--- src/rtl/fill_pkg.sv ---
// Shared definitions for the region-fill master.
// Assumes: nothing beyond IEEE 1800-2017 packages.
package fill_pkg;
    typedef enum logic [1:0] {
        ST_IDLE  = 2'd0,
        ST_WRITE = 2'd1,
        ST_READ  = 2'd2,
        ST_DONE  = 2'd3
    } run_state_t;

    localparam logic [1:0] BURST_INCR = 2'b01;
    localparam logic [1:0] RESP_OKAY  = 2'b00;
endpackage

--- src/rtl/fill_ctrl.sv ---
// Run sequencer: detects software edges, launches write and read passes,
// owns the interrupt and the sticky error flags.
// Assumes: start_i and clear_i are synchronous to clk.
module fill_ctrl
    import fill_pkg::*;
#(
    parameter bit READBACK = 1'b1
) (
    input  logic clk,
    input  logic rst_n,
    input  logic start_i,
    input  logic clear_i,
    input  logic wr_done,
    input  logic wr_err,
    input  logic rd_done,
    input  logic rd_err,
    input  logic rd_mismatch,
    output logic kick_wr,
    output logic kick_rd,
    output logic irq_o,
    output logic resp_err_o,
    output logic data_err_o
);
    run_state_t state;
    logic       start_q;
    logic       clear_q;
    logic       start_edge;
    logic       clear_edge;

    // Rising-edge detection of the two software control lines.
    assign start_edge = start_i && !start_q;
    assign clear_edge = clear_i && !clear_q;

    // Run state machine and interrupt register.
    always_ff @(posedge clk) begin
        if (!rst_n) begin
            state   <= ST_IDLE;
            start_q <= 1'b0;
            clear_q <= 1'b0;
            kick_wr <= 1'b0;
            kick_rd <= 1'b0;
            irq_o   <= 1'b0;
        end else begin
            start_q <= start_i;
            clear_q <= clear_i;
            kick_wr <= 1'b0;
            kick_rd <= 1'b0;
            case (state)
                ST_IDLE: begin
                    if (start_edge) begin
                        state   <= ST_WRITE;
                        kick_wr <= 1'b1;
                    end
                end
                ST_WRITE: begin
                    if (wr_done) begin
                        if (READBACK) begin
                            state   <= ST_READ;
                            kick_rd <= 1'b1;
                        end else begin
                            state <= ST_DONE;
                            irq_o <= 1'b1;
                        end
                    end
                end
                ST_READ: begin
                    if (rd_done) begin
                        state <= ST_DONE;
                        irq_o <= 1'b1;
                    end
                end
                default: begin
                    if (clear_edge) begin
                        state <= ST_IDLE;
                        irq_o <= 1'b0;
                    end
                end
            endcase
        end
    end

    // Sticky error flags, cleared only by reset.
    always_ff @(posedge clk) begin
        if (!rst_n) begin
            resp_err_o <= 1'b0;
            data_err_o <= 1'b0;
        end else begin
            resp_err_o <= resp_err_o || wr_err || rd_err;
            data_err_o <= data_err_o || rd_mismatch;
        end
    end
endmodule

--- src/rtl/fill_wr_engine.sv ---
// Write pass: issues the address bursts, streams the counter pattern, and
// counts write responses. Pulses done after the last response.
// Assumes: the slave returns one response per burst, after its last beat.
module fill_wr_engine
    import fill_pkg::*;
#(
    parameter int                 ADDR_W      = 32,
    parameter int                 DATA_W      = 64,
    parameter int                 WORD_W      = 32,
    parameter int                 BEATS_TOTAL = 32,
    parameter int                 BURST_BEATS = 16,
    parameter logic [ADDR_W-1:0]  BASE_ADDR   = 32'h0000_1000
) (
    input  logic              clk,
    input  logic              rst_n,
    input  logic              kick,
    output logic [ADDR_W-1:0] awaddr,
    output logic              awvalid,
    input  logic              awready,
    output logic [DATA_W-1:0] wdata,
    output logic              wlast,
    output logic              wvalid,
    input  logic              wready,
    input  logic [1:0]        bresp,
    input  logic              bvalid,
    output logic              bready,
    output logic              done,
    output logic              err
);
    localparam int LANES       = DATA_W / WORD_W;
    localparam int BURSTS      = BEATS_TOTAL / BURST_BEATS;
    localparam int BURST_BYTES = BURST_BEATS * (DATA_W / 8);
    localparam int BCW         = $clog2(BURSTS + 1);
    localparam int TCW         = $clog2(BEATS_TOTAL + 1);
    localparam int PW          = $clog2(BURST_BEATS);

    logic           active;
    logic [BCW-1:0] aw_cnt;
    logic [BCW-1:0] b_cnt;
    logic [TCW-1:0] w_cnt;

    assign awvalid = active && (aw_cnt < BCW'(BURSTS));
    assign awaddr  = BASE_ADDR + ADDR_W'(aw_cnt) * ADDR_W'(BURST_BYTES);
    assign wvalid  = active && (w_cnt < TCW'(BEATS_TOTAL));
    assign wlast   = (w_cnt[PW-1:0] == PW'(BURST_BEATS - 1));
    assign bready  = active && (b_cnt < BCW'(BURSTS));

    // One counter word per lane, lowest word in the lowest lane.
    for (genvar l = 0; l < LANES; l++) begin : g_lane
        assign wdata[l*WORD_W +: WORD_W] = WORD_W'(int'(w_cnt) * LANES + l);
    end

    // Pass progress: address, beat and response counters.
    always_ff @(posedge clk) begin
        if (!rst_n) begin
            active <= 1'b0;
            aw_cnt <= '0;
            b_cnt  <= '0;
            w_cnt  <= '0;
            done   <= 1'b0;
            err    <= 1'b0;
        end else begin
            done <= 1'b0;
            err  <= 1'b0;
            if (kick && !active) begin
                active <= 1'b1;
                aw_cnt <= '0;
                b_cnt  <= '0;
                w_cnt  <= '0;
            end else if (active) begin
                if (awvalid && awready) aw_cnt <= aw_cnt + 1'b1;
                if (wvalid && wready)   w_cnt  <= w_cnt + 1'b1;
                if (bvalid && bready) begin
                    b_cnt <= b_cnt + 1'b1;
                    err   <= (bresp != RESP_OKAY);
                    if (b_cnt == BCW'(BURSTS - 1)) begin
                        active <= 1'b0;
                        done   <= 1'b1;
                    end
                end
            end
        end
    end
endmodule

--- src/rtl/fill_rd_engine.sv ---
// Read-back pass: issues read bursts over the region and compares every
// beat and its last flag with the expected counter pattern.
// Assumes: beats return in address order, one burst after another.
module fill_rd_engine
    import fill_pkg::*;
#(
    parameter int                 ADDR_W      = 32,
    parameter int                 DATA_W      = 64,
    parameter int                 WORD_W      = 32,
    parameter int                 BEATS_TOTAL = 32,
    parameter int                 BURST_BEATS = 16,
    parameter logic [ADDR_W-1:0]  BASE_ADDR   = 32'h0000_1000
) (
    input  logic              clk,
    input  logic              rst_n,
    input  logic              kick,
    output logic [ADDR_W-1:0] araddr,
    output logic              arvalid,
    input  logic              arready,
    input  logic [DATA_W-1:0] rdata,
    input  logic [1:0]        rresp,
    input  logic              rlast,
    input  logic              rvalid,
    output logic              rready,
    output logic              done,
    output logic              err,
    output logic              mismatch
);
    localparam int LANES       = DATA_W / WORD_W;
    localparam int BURSTS      = BEATS_TOTAL / BURST_BEATS;
    localparam int BURST_BYTES = BURST_BEATS * (DATA_W / 8);
    localparam int BCW         = $clog2(BURSTS + 1);
    localparam int TCW         = $clog2(BEATS_TOTAL + 1);
    localparam int PW          = $clog2(BURST_BEATS);

    logic              active;
    logic [BCW-1:0]    ar_cnt;
    logic [TCW-1:0]    r_cnt;
    logic [DATA_W-1:0] expect_beat;
    logic              expect_last;

    assign arvalid     = active && (ar_cnt < BCW'(BURSTS));
    assign araddr      = BASE_ADDR + ADDR_W'(ar_cnt) * ADDR_W'(BURST_BYTES);
    assign rready      = active && (r_cnt < TCW'(BEATS_TOTAL));
    assign expect_last = (r_cnt[PW-1:0] == PW'(BURST_BEATS - 1));

    // Expected beat, built the same way the write pass packs it.
    for (genvar l = 0; l < LANES; l++) begin : g_lane
        assign expect_beat[l*WORD_W +: WORD_W] = WORD_W'(int'(r_cnt) * LANES + l);
    end

    // Pass progress and per-beat comparison.
    always_ff @(posedge clk) begin
        if (!rst_n) begin
            active   <= 1'b0;
            ar_cnt   <= '0;
            r_cnt    <= '0;
            done     <= 1'b0;
            err      <= 1'b0;
            mismatch <= 1'b0;
        end else begin
            done     <= 1'b0;
            err      <= 1'b0;
            mismatch <= 1'b0;
            if (kick && !active) begin
                active <= 1'b1;
                ar_cnt <= '0;
                r_cnt  <= '0;
            end else if (active) begin
                if (arvalid && arready) ar_cnt <= ar_cnt + 1'b1;
                if (rvalid && rready) begin
                    r_cnt    <= r_cnt + 1'b1;
                    err      <= (rresp != RESP_OKAY);
                    mismatch <= (rdata != expect_beat) || (rlast != expect_last);
                    if (r_cnt == TCW'(BEATS_TOTAL - 1)) begin
                        active <= 1'b0;
                        done   <= 1'b1;
                    end
                end
            end
        end
    end
endmodule

--- src/rtl/fill_master.sv ---
// Top of the region-fill master: sequencer plus write and optional
// read-back engines on one AXI4 master port.
// Assumes: BURST_BEATS is a power of two that divides the beat count,
// DATA_W is a multiple of WORD_W.
module fill_master
    import fill_pkg::*;
#(
    parameter int                 ADDR_W      = 32,
    parameter int                 DATA_W      = 64,
    parameter int                 WORD_W      = 32,
    parameter int                 WORDS       = 64,
    parameter int                 BURST_BEATS = 16,
    parameter logic [ADDR_W-1:0]  BASE_ADDR   = 32'h0000_1000,
    parameter bit                 READBACK    = 1'b1
) (
    input  logic              clk,
    input  logic              rst_n,
    input  logic              start_i,
    input  logic              clear_i,
    output logic              irq_o,
    output logic              resp_err_o,
    output logic              data_err_o,
    output logic [ADDR_W-1:0] m_awaddr,
    output logic [7:0]        m_awlen,
    output logic [2:0]        m_awsize,
    output logic [1:0]        m_awburst,
    output logic              m_awvalid,
    input  logic              m_awready,
    output logic [DATA_W-1:0] m_wdata,
    output logic [DATA_W/8-1:0] m_wstrb,
    output logic              m_wlast,
    output logic              m_wvalid,
    input  logic              m_wready,
    input  logic [1:0]        m_bresp,
    input  logic              m_bvalid,
    output logic              m_bready,
    output logic [ADDR_W-1:0] m_araddr,
    output logic [7:0]        m_arlen,
    output logic [2:0]        m_arsize,
    output logic [1:0]        m_arburst,
    output logic              m_arvalid,
    input  logic              m_arready,
    input  logic [DATA_W-1:0] m_rdata,
    input  logic [1:0]        m_rresp,
    input  logic              m_rlast,
    input  logic              m_rvalid,
    output logic              m_rready
);
    localparam int BEATS_TOTAL = WORDS * WORD_W / DATA_W;
    localparam int BURSTS      = BEATS_TOTAL / BURST_BEATS;
    localparam int SIZE_CODE   = $clog2(DATA_W / 8);

    logic kick_wr, kick_rd;
    logic wr_done, wr_err;
    logic rd_done, rd_err, rd_mismatch;

    // Fixed burst shape for both directions.
    assign m_awlen   = 8'(BURST_BEATS - 1);
    assign m_awsize  = 3'(SIZE_CODE);
    assign m_awburst = BURST_INCR;
    assign m_wstrb   = '1;
    assign m_arlen   = 8'(BURST_BEATS - 1);
    assign m_arsize  = 3'(SIZE_CODE);
    assign m_arburst = BURST_INCR;

    fill_ctrl #(.READBACK(READBACK)) u_ctrl (
        .clk         (clk),
        .rst_n       (rst_n),
        .start_i     (start_i),
        .clear_i     (clear_i),
        .wr_done     (wr_done),
        .wr_err      (wr_err),
        .rd_done     (rd_done),
        .rd_err      (rd_err),
        .rd_mismatch (rd_mismatch),
        .kick_wr     (kick_wr),
        .kick_rd     (kick_rd),
        .irq_o       (irq_o),
        .resp_err_o  (resp_err_o),
        .data_err_o  (data_err_o)
    );

    fill_wr_engine #(
        .ADDR_W(ADDR_W), .DATA_W(DATA_W), .WORD_W(WORD_W),
        .BEATS_TOTAL(BEATS_TOTAL), .BURST_BEATS(BURST_BEATS), .BASE_ADDR(BASE_ADDR)
    ) u_wr (
        .clk     (clk),
        .rst_n   (rst_n),
        .kick    (kick_wr),
        .awaddr  (m_awaddr),
        .awvalid (m_awvalid),
        .awready (m_awready),
        .wdata   (m_wdata),
        .wlast   (m_wlast),
        .wvalid  (m_wvalid),
        .wready  (m_wready),
        .bresp   (m_bresp),
        .bvalid  (m_bvalid),
        .bready  (m_bready),
        .done    (wr_done),
        .err     (wr_err)
    );

    // Read-back engine present only when the option is enabled.
    if (READBACK) begin : g_rd
        fill_rd_engine #(
            .ADDR_W(ADDR_W), .DATA_W(DATA_W), .WORD_W(WORD_W),
            .BEATS_TOTAL(BEATS_TOTAL), .BURST_BEATS(BURST_BEATS), .BASE_ADDR(BASE_ADDR)
        ) u_rd (
            .clk      (clk),
            .rst_n    (rst_n),
            .kick     (kick_rd),
            .araddr   (m_araddr),
            .arvalid  (m_arvalid),
            .arready  (m_arready),
            .rdata    (m_rdata),
            .rresp    (m_rresp),
            .rlast    (m_rlast),
            .rvalid   (m_rvalid),
            .rready   (m_rready),
            .done     (rd_done),
            .err      (rd_err),
            .mismatch (rd_mismatch)
        );
    end else begin : g_no_rd
        assign m_araddr    = '0;
        assign m_arvalid   = 1'b0;
        assign m_rready    = 1'b0;
        assign rd_done     = 1'b0;
        assign rd_err      = 1'b0;
        assign rd_mismatch = 1'b0;
    end
endmodule

--- config.mk ---
export PLATFORM = sky130hd
export DESIGN_NAME = fill_master
export DESIGN_NICKNAME = d
export VERILOG_FILES = /design/src/rtl/fill_pkg.sv /design/src/rtl/fill_ctrl.sv /design/src/rtl/fill_wr_engine.sv /design/src/rtl/fill_rd_engine.sv /design/src/rtl/fill_master.sv
export SDC_FILE = /design/constraint.sdc
export NUM_CORES = 1
export LEC_CHECK = 0
export BUFFER_PORTS_ARGS = -buffer_cell sky130_fd_sc_hd__buf_2
export CORE_ASPECT_RATIO = 1.25
export CORE_MARGIN = 5
export CORE_UTILIZATION = 25
export CTS_BUF_LIST = sky130_fd_sc_hd__clkbuf_8
export CTS_CLUSTER_DIAMETER = 120
export DETAILED_ROUTE_END_ITERATION = 12
export GPL_TIMING_DRIVEN = 0
export PLACE_DENSITY = 0.7
export SLEW_MARGIN = 20
export SYNTH_ARGS = -nofsm -noshare
export SYNTH_HDL_FRONTEND = slang
export SYNTH_SLANG_ARGS = --single-unit
--- constraint.sdc ---
create_clock -name clk -period 4.55 [get_ports clk]
set_clock_uncertainty 0.15 [all_clocks]
set_input_delay 0.6825 -clock clk [delete_from_list [all_inputs] [get_ports clk]]
set_output_delay 0.6825 -clock clk [all_outputs]
set_load 0.05 [all_outputs]
Word level (Yosys, flattened, before mapping)
Index checks and enable logic that the tools add are counted.
{ "word_totals": {"in_bits": 78, "wordCells": 112, "ff_bits": 34, "out_inout_bits": 171} }
{ "op_classes": {"order_cmp": 5, "n_addsub": 9, "eq_ne": 11, "n_reduce_logical": 41, "n_mux": 20, "n_bitwise": 6} }
{ "ops": {"columns": ["cell", "count"], "rows": [
  ["$ne A64 B64 Y1", 1],
  ["$add A13 B9 Y14 const A", 2],
  ["$add A7 B1 Y8 const B", 2],
  ["$logic_and A1 B1 Y1", 14],
  ["$mux W1", 14],
  ["$reduce_and A2 Y1", 7],
  ["$add A6 B1 Y6 const B", 2],
  ["$lt A6 B6 Y1 const B", 2],
  ["$eq A4 B4 Y1 const B", 2],
  ["$mux W2", 4],
  ["$reduce_or A4 Y1", 2],
  ["$add A2 B1 Y2 const B", 3],
  ["$eq A6 B5 Y1 const B", 1],
  ["$lt A2 B2 Y1 const B", 3],
  ["$ne A2 B1 Y1 const B", 3],
  ["$not A1 Y1", 6],
  ["$pmux W2 S3", 1],
  ["$reduce_bool A2 Y1", 3],
  ["$reduce_or A2 Y1", 3],
  ["$eq A2 B1 Y1 const B", 2],
  ["$logic_not A1 Y1", 4],
  ["$logic_or A1 B1 Y1", 4],
  ["$reduce_and A4 Y1", 1],
  ["$reduce_bool A4 Y1", 1],
  ["other kinds (5)", 5]
]} }

Depth between registers and ports, before layout
Gate-level depths: netlist (run 1).
{ "depth": {"ltp_word": 6, "mapped_depth": 6} }

Modules after synthesis
Synthesis (run 1) repeated with hierarchy kept, for this count alone.
{ "unflattened": {"hier_cells": 338, "area_unflattened_um2": 2822.7} }
{ "modules_own_cells": {"columns": ["module", "seq_area_each_um2", "area_per_inst_um2", "instances", "cells_each"], "rows": [
  ["fill_wr_engine", 260.2, 1226.2, 1, 148],
  ["fill_rd_engine", 240.2, 928.4, 1, 114],
  ["fill_ctrl", 180.2, 405.4, 1, 40],
  ["fill_master", 0.0, 262.8, 1, 36]
]} }

Least setup slack after synthesis (run 1)
Ideal clock, no wire load.
{ "synth_timing": {"kind": "register to output", "from": "reg u_wr.w_cnt[0]", "to": "out m_wlast", "path_buffers": 0, "setup_slack_ns": 2.320, "t_arrival_ns": 1.398, "stages_incl_launch_ff": 3, "path_cell_list": "dfxtp_1 -> ha_1 -> and3_1"} }
{ "synth_between": {"elab_chain_cells": 1} }
{ "synth_lines": {"columns": ["item", "line_no", "text"], "rows": [
  ["start, declared", "fill_wr_engine.sv:40", "logic [TCW-1:0] w_cnt;"],
  ["start signal, assigned", "fill_wr_engine.sv:72", "if (wvalid && wready) w_cnt <= w_cnt + 1'b1;"],
  ["$eq A4 B4 Y1", "fill_wr_engine.sv:45", "assign wlast = (w_cnt[PW-1:0] == PW'(BURST_BEATS - 1));"],
  ["end, declared", "fill_master.sv:31", "output logic m_wlast,"]
]} }
No other way between the ends.

Final worst setup path (run 1)
{ "layout_timing": {"from": "reg u_wr.active", "to": "out m_bready"} }
{ "layout_between": {"elab_chain_cells": 1} }
{ "layout_lines": {"columns": ["item", "line_no", "text"], "rows": [
  ["start, declared", "fill_wr_engine.sv:37", "logic active;"],
  ["start signal, assigned", "fill_wr_engine.sv:56", "active <= 1'b0;"],
  ["start signal, assigned", "fill_wr_engine.sv:66", "active <= 1'b1;"],
  ["start signal, assigned", "fill_wr_engine.sv:77", "active <= 1'b0;"],
  ["$logic_and A1 B1 Y1", "fill_wr_engine.sv:46", "assign bready = active && (b_cnt < BCW'(BURSTS));"],
  ["end, declared", "fill_master.sv:36", "output logic m_bready,"]
]} }
No other way between the ends.

==> impl_metrics.csv, run 1 <==
group,metric,value,unit
sta,period_share,0.491,
finish,mostFrequentLayoutCell,"buf_4",
synthesis,syn-cell-area,0.00275,sq mm
floorplan,initial_core_util,0.258,
run_status,outcome,"complete, no violations",
cts,tritoncts.num_buffers,5,
cts,htree_levels,2,
drt,drc,0,
global_routing,track_usage,0.0918,
finish,multi_input_area,0.00142,sq mm
cts,clk_pin_slew,0.06,ns
global_routing,grt_remaining_overflow,0,
worst_setup_path,critPathSlowestCell,"dfxtp_1",
sta,tns,0,ns
finish,n_antenna_cell,0,
global_routing,gr-usage-met1,0.0932,
finish,layout_common_cells,"buf_4 (152), conb_1 (146), buf_2 (101)",
global_routing,grt_max_degree,11,
global_routing,use_met3,0.0515,
synthesis,ys_ff_latch,34,
worst_setup_path,cp_num_buf_inv,2,
worst_setup_path,crit_path_start_kind,"flop",
worst_setup_path,required,3.72,ns
finish,final_nets,674,
cts,cts_buffer_depth,2,
global_routing,grt_pass1_wl,10300,microns
power_and_ir_drop,ir_drop,0.000144,V
finish,nFillCells,1143,
worst_setup_path,arrival,1.40,ns
synthesis,synth_mux_area_frac,0.00729,
placement,hpwlAfterDp,6050,microns
sta,finalHoldViolations,0,
synthesis,yosys_warnings,0,
finish,drive_above_1_share,0.453,
cts,clkLatencyLatePin,0.27,ns
synthesis,synthAdderAreaFrac,0.0319,
power_and_ir_drop,total_power,1.08,mW
worst_setup_path,cp_cell_sequence,"clkbuf_1 > nor2b_1 > buf_2",
cts,cts_resized,0,
finish,fin_util,0.380,
power_and_ir_drop,p_leak,2.37,nW
flow_run,maxCapViolations,0,
worst_setup_path,rrSetupSlack,2.64,ns
finish,area_growth,47.4,%
worst_setup_path,max_stage_delay,0.30,ns
power_and_ir_drop,p_per_area,266,mW/mm^2
worst_setup_path,cp_max_fo,8,
drt,dr_total_vias,2479,
sta,fin_hold_ws,0.303,ns
floorplan,core_area,0.0107,sq mm
floorplan,pin_count,249,
drt,wl_per_cell,9.20,microns
placement,io_buffers,101,
synthesis,ys_seq_area_frac,0.248,
synthesis,synth_cells,337,
synthesis,synth.distinct_cells,40,
sta,setup_viol,0,
cts,cts.sink_count,34,
synthesis,synth_xor_area_frac,0.0351,
floorplan,die_x,104,microns
hold_path,hp-class,"flop to flop",
sta,fmax,0.448,GHz
synthesis,synth_compound_area_frac,0.0565,
drt,firstDrtPassIters,4,
global_routing,grt_use_met2,0.161,
drt,vias_per_cell,3.43,
sta,rsz0062_at_grt,"no",
drt,drt-initial-drc-count,53,
sta,fin_crit,2.23,ns
worst_setup_path,critical_path.top_delay_family,"buffers and inverters",
placement,place_congestion,0.773,
synthesis,yosys.area_share.simple,0.187,
cts,cts_tree,"done",
synthesis,synth.avg_cell_area,8.15,sq um
synthesis,synth_top_family_by_area,"buffers and inverters",
cts,ctsHoldBuffers,0,
worst_setup_path,critPathKind,"flop to primary output",
sta,tightestPinTransition,0.712,ns
drt,routed_wl,6640,microns
drt,antenna_left,0,
sta,drv_slew,0,
worst_setup_path,worst_setup_path_end_kind,"primary output",
global_routing,antenna_found_initial,0,
global_routing,top_usage_layer,"met2",
global_routing,grt_pass1_vias,2345,
cts,ctsRootBufferMaster,"clkbuf_8",
finish,seqCellArea,681,sq um
floorplan,die_h,127,microns
floorplan,die-area,0.0132,sq mm
floorplan,rows,42,
sta,maxSlewHeadroom,0.522,
cts,post_cts_buffers,0,
[cell usage after synthesis]
library cell,number,area [sq um]
conb_1,2,7.51
o21ai_1,2,10.0
a21oi_1,5,25.0
and2_1,1,6.26
nor2_1,26,97.6
a31oi_1,6,37.5
nor4b_1,1,8.76
xnor2_1,4,35.0
nor3_1,8,40.0
clkbuf_1,3,11.3
or3_1,2,12.5
o211ai_1,1,7.51
nand2b_4,1,13.8
o22ai_1,2,12.5
nand3b_1,3,22.5
buf_4,152,1140
or2b_1,1,7.51
nor2b_4,1,13.8
a2111oi_0,1,8.76
nor2b_1,5,31.3
xor2_1,7,61.3
a221o_1,1,10.0
inv_1,9,33.8
o21ba_2,1,10.0
nand2_1,5,18.8
nand4_1,2,12.5
dfxtp_1,34,681
a311oi_1,1,8.76
o21ai_0,5,25.0
or2_2,1,6.26
ha_1,7,87.6
and2_2,1,7.51
nor4_1,13,81.3
and3_1,9,56.3
or4_1,1,7.51
nand3_1,7,35.0
and3_4,1,11.3
nor3b_1,2,15.0
mux2i_1,2,20.0
or3b_2,1,8.76
[routing by layer]
metal	wire (microns)	part of all wire	vias up
met5	0	0	-
met4	87	0.013	0
met3	920	0.14	5
met2	3270	0.49	154
met1	2360	0.36	1000
li1	-	-	1320
[cell families after synthesis]
kind of cell,after synthesis
xor+xnor,11
simple gates,92
buf+inv,164
fa+ha+maj,7
compound gates,25
mux,2
flops,34
other cells,2
[final timing paths]
| check | start | to | cells past startpoint |
|---|---|---|---|
| setup / recovery | u_wr.active | m_bready | 3 |
| hold / removal | u_wr.err | u_ctrl.resp_err_o | 2 |
| setup reg to reg | u_ctrl.state[0] | u_ctrl.state[0] | 5 |
| hold reg to reg | u_wr.err | u_ctrl.resp_err_o | 2 |
[layout make-up]
| class | instances | share of cell area |
|---|---|---|
| Clock buffer | 6 | 0.0204 |
| Sequential cell | 34 | 0.168 |
| Clock inverter | 2 | 0.00216 |
| Inverter | 9 | 0.00834 |
| Buffer | 155 | 0.285 |
| Tap cell | 132 | 0.0408 |
| Timing Repair Buffer | 101 | 0.125 |
| Multi-Input combinational cell | 283 | 0.351 |
[registers in the layout, summed over array words and instances, names as in the netlist, 2 cells and up]
| signal | cells |
|---|---|
| u_wr.w_cnt | 6 |
| g_rd.u_rd.ar_cnt | 2 |
| u_wr.b_cnt | 2 |
| u_wr.aw_cnt | 2 |
| g_rd.u_rd.r_cnt | 6 |
| u_ctrl.state | 2 |
[per-stage QoR]
step | instance area [sq um] | worst slack, ns | instances
after detailed placement | 3960 | 2.40 | 714
final | 4050 | 2.32 | 722
after global placement | 3960 | 2.41 | 714
after CTS | 4050 | 2.29 | 722
after global routing | 4050 | 2.21 | 722
after floorplan | 3290 | 2.32 | 481
[worst register-to-register path: stages (launching register included)]
cell,delay [ns]
dfxtp_1,0.39
inv_1,0.08
ha_1,0.24
a221o_1,0.37
or4_1,0.47
a21oi_1,0.15
[where the power goes]
part / switching (mW) / leakage [nW] / total [mW] / internal [mW]
sequential: 0.0101 / 0.275 / 0.321 / 0.311
clock: 0.0999 / 0.0524 / 0.220 / 0.120
combinational: 0.375 / 2.05 / 0.538 / 0.163
total: 0.484 / 2.37 / 1.08 / 0.594
No activity file was read; power rests on OpenSTA's default activity.
==> run 2: changes to the inputs <==
--- a/config.mk
+++ b/config.mk
@@ -13,7 +13,7 @@
 export CTS_CLUSTER_DIAMETER = 120
 export DETAILED_ROUTE_END_ITERATION = 12
 export GPL_TIMING_DRIVEN = 0
-export PLACE_DENSITY = 0.7
+export PLACE_DENSITY = 0.72
 export SLEW_MARGIN = 20
 export SYNTH_ARGS = -nofsm -noshare
 export SYNTH_HDL_FRONTEND = slang
==> constraint.sdc (replaced) <==
create_clock -name clk -period 2 [get_ports clk]
set_clock_uncertainty 0.15 [all_clocks]
set_input_delay 0.3 -clock clk [delete_from_list [all_inputs] [get_ports clk]]
set_output_delay 0.3 -clock clk [all_outputs]
set_load 0.05 [all_outputs]
==> run 2 against run 1 <==
Compared with the run above: critical path depth grew 3; routed wire length grew 3.5%; design area grew 0.25%; clock-buffer cell count is the same; die area is the same; non-clock buffer count is the same; highest routed layer unchanged.
==> impl_metrics.csv, run 2 (synthesized netlist as in run 1, its figures left out) <==
group,metric,value,unit
global_routing,grt_remaining_overflow,0,
drt,routed_wl,6870,microns
cts,tritoncts.num_buffers,5,
sta,period_share,0.937,
global_routing,grt_pass1_wl,10700,microns
sta,fmax,0.534,GHz
global_routing,grt_max_degree,11,
worst_setup_path,max_stage_delay,0.47,ns
drt,firstDrtPassIters,4,
drt,drt-initial-drc-count,48,
floorplan,pin_count,249,
cts,htree_levels,2,
finish,nFillCells,1131,
hold_path,hp-class,"input port to flop",
floorplan,core_area,0.0107,sq mm
flow_run,maxCapViolations,0,
floorplan,initial_core_util,0.258,
worst_setup_path,cp_max_fo,4,
worst_setup_path,cp_num_buf_inv,1,
worst_setup_path,required,2.06,ns
floorplan,die_h,127,microns
sta,rsz0062_at_grt,"no",
sta,setup_viol,0,
sta,drv_slew,0,
sta,tightestPinTransition,0.717,ns
finish,layout_common_cells,"buf_4 (152), conb_1 (146), buf_2 (101)",
finish,mostFrequentLayoutCell,"buf_4",
finish,final_area,0.00406,sq mm
floorplan,die_x,104,microns
finish,final_nets,674,
worst_setup_path,critical_path.top_delay_family,"simple AND/OR/NAND/NOR gates",
placement,dp.cells,714,
drt,antenna_left,0,
run_status,outcome,"complete, no violations",
worst_setup_path,critPathSlowestCell,"or4_1",
finish,drive_above_1_share,0.463,
drt,vias_per_cell,3.40,
worst_setup_path,worst_setup_path_end_kind,"flop",
finish,largest_registers,"g_rd.u_rd.r_cnt (6), u_wr.w_cnt (6)",
power_and_ir_drop,total_power,2.49,mW
cts,clk_pin_slew,0.07,ns
placement,placed_area,0.00397,sq mm
floorplan,die-area,0.0132,sq mm
finish,area_growth,47.8,%
cts,cts_tree,"done",
sta,tns,0,ns
worst_setup_path,critPathKind,"flop to flop",
finish,stdcell_count,722,
power_and_ir_drop,p_leak,2.37,nW
worst_setup_path,arrival,1.94,ns
placement,place_congestion,0.749,
finish,fin_util,0.381,
floorplan,rows,42,
cts,post_cts_buffers,0,
finish,n_antenna_cell,0,
global_routing,grt_pass1_vias,2392,
global_routing,antenna_found_initial,0,
global_routing,track_usage,0.0967,
drt,wl_per_cell,9.52,microns
sta,fin_crit,1.87,ns
cts,clkLatencyLatePin,0.28,ns
power_and_ir_drop,ir_drop,0.000383,V
placement,io_buffers,101,
sta,finalHoldViolations,0,
placement,hpwlAfterDp,6180,microns
worst_setup_path,crit_path_start_kind,"flop",
worst_setup_path,rrSetupSlack,0.13,ns
worst_setup_path,cp_cell_sequence,"inv_1 > ha_1 > nor2b_4 > a221o_1 > or4_1 > a21oi_1",
cts,cts_buffer_depth,2,
cts,ctsRootBufferMaster,"clkbuf_8",
drt,dr_total_vias,2455,
cts,cts.sink_count,34,
power_and_ir_drop,p_per_area,613,mW/mm^2
sta,maxSlewHeadroom,0.519,
drt,drc,0,
-- run 2: final timing paths --
kind                       from           endpoint  depth (start not counted)
max reg2reg     u_ctrl.state[1]    u_ctrl.state[0]                          6
max             u_ctrl.state[1]    u_ctrl.state[0]                          6
min reg2reg  g_rd.u_rd.mismatch  u_ctrl.data_err_o                          2
min                     clear_i     u_ctrl.clear_q                          2
-- run 2: repair_timing --
action / 4_1_cts / 5_1_grt
resized for setup: 0 / 2
hold buffers: 0 / 0
endpoints found under the setup margin: 0 / 1
-- run 2: area by class of cell --
| type | count | area [sq um] | share of cell area |
|---|---|---|---|
| sequential | 34 | 686 | 0.169 |
| timing repair buffer | 101 | 505 | 0.124 |
| buffer | 155 | 1150 | 0.284 |
| inverter | 9 | 33.8 | 0.00832 |
| clock inverter | 2 | 8.76 | 0.00216 |
| tap | 132 | 165 | 0.0407 |
| multi-input combinational | 283 | 1430 | 0.351 |
| clock buffer | 6 | 82.6 | 0.0203 |
-- run 2: per-layer routing --
layer,wire [microns],track usage
met1,2360,0.0923
met2,3430,0.173
met3,1010,0.0590
met4,82,0.0297
met5,0,0
-- run 2: power by group --
part / internal (mW) / total [mW] / switching [mW]
clock network: 0.273 / 0.524 / 0.251
registers: 0.711 / 0.736 / 0.0244
logic: 0.374 / 1.23 / 0.854
total: 1.36 / 2.49 / 1.13
-- run 2: stage by stage --
| step | setup slack, ns | hold slack (ns) |
|---|---|---|
| final | 0.126 | 0.0834 |
| after global routing | 0.0294 | 0.0766 |
| after CTS | 0.0785 | 0.0759 |
| after detailed placement | 0.104 | 0.283 |
| after global placement | 0.133 | 0.281 |
| after floorplan | 0.0739 | 0.251 |
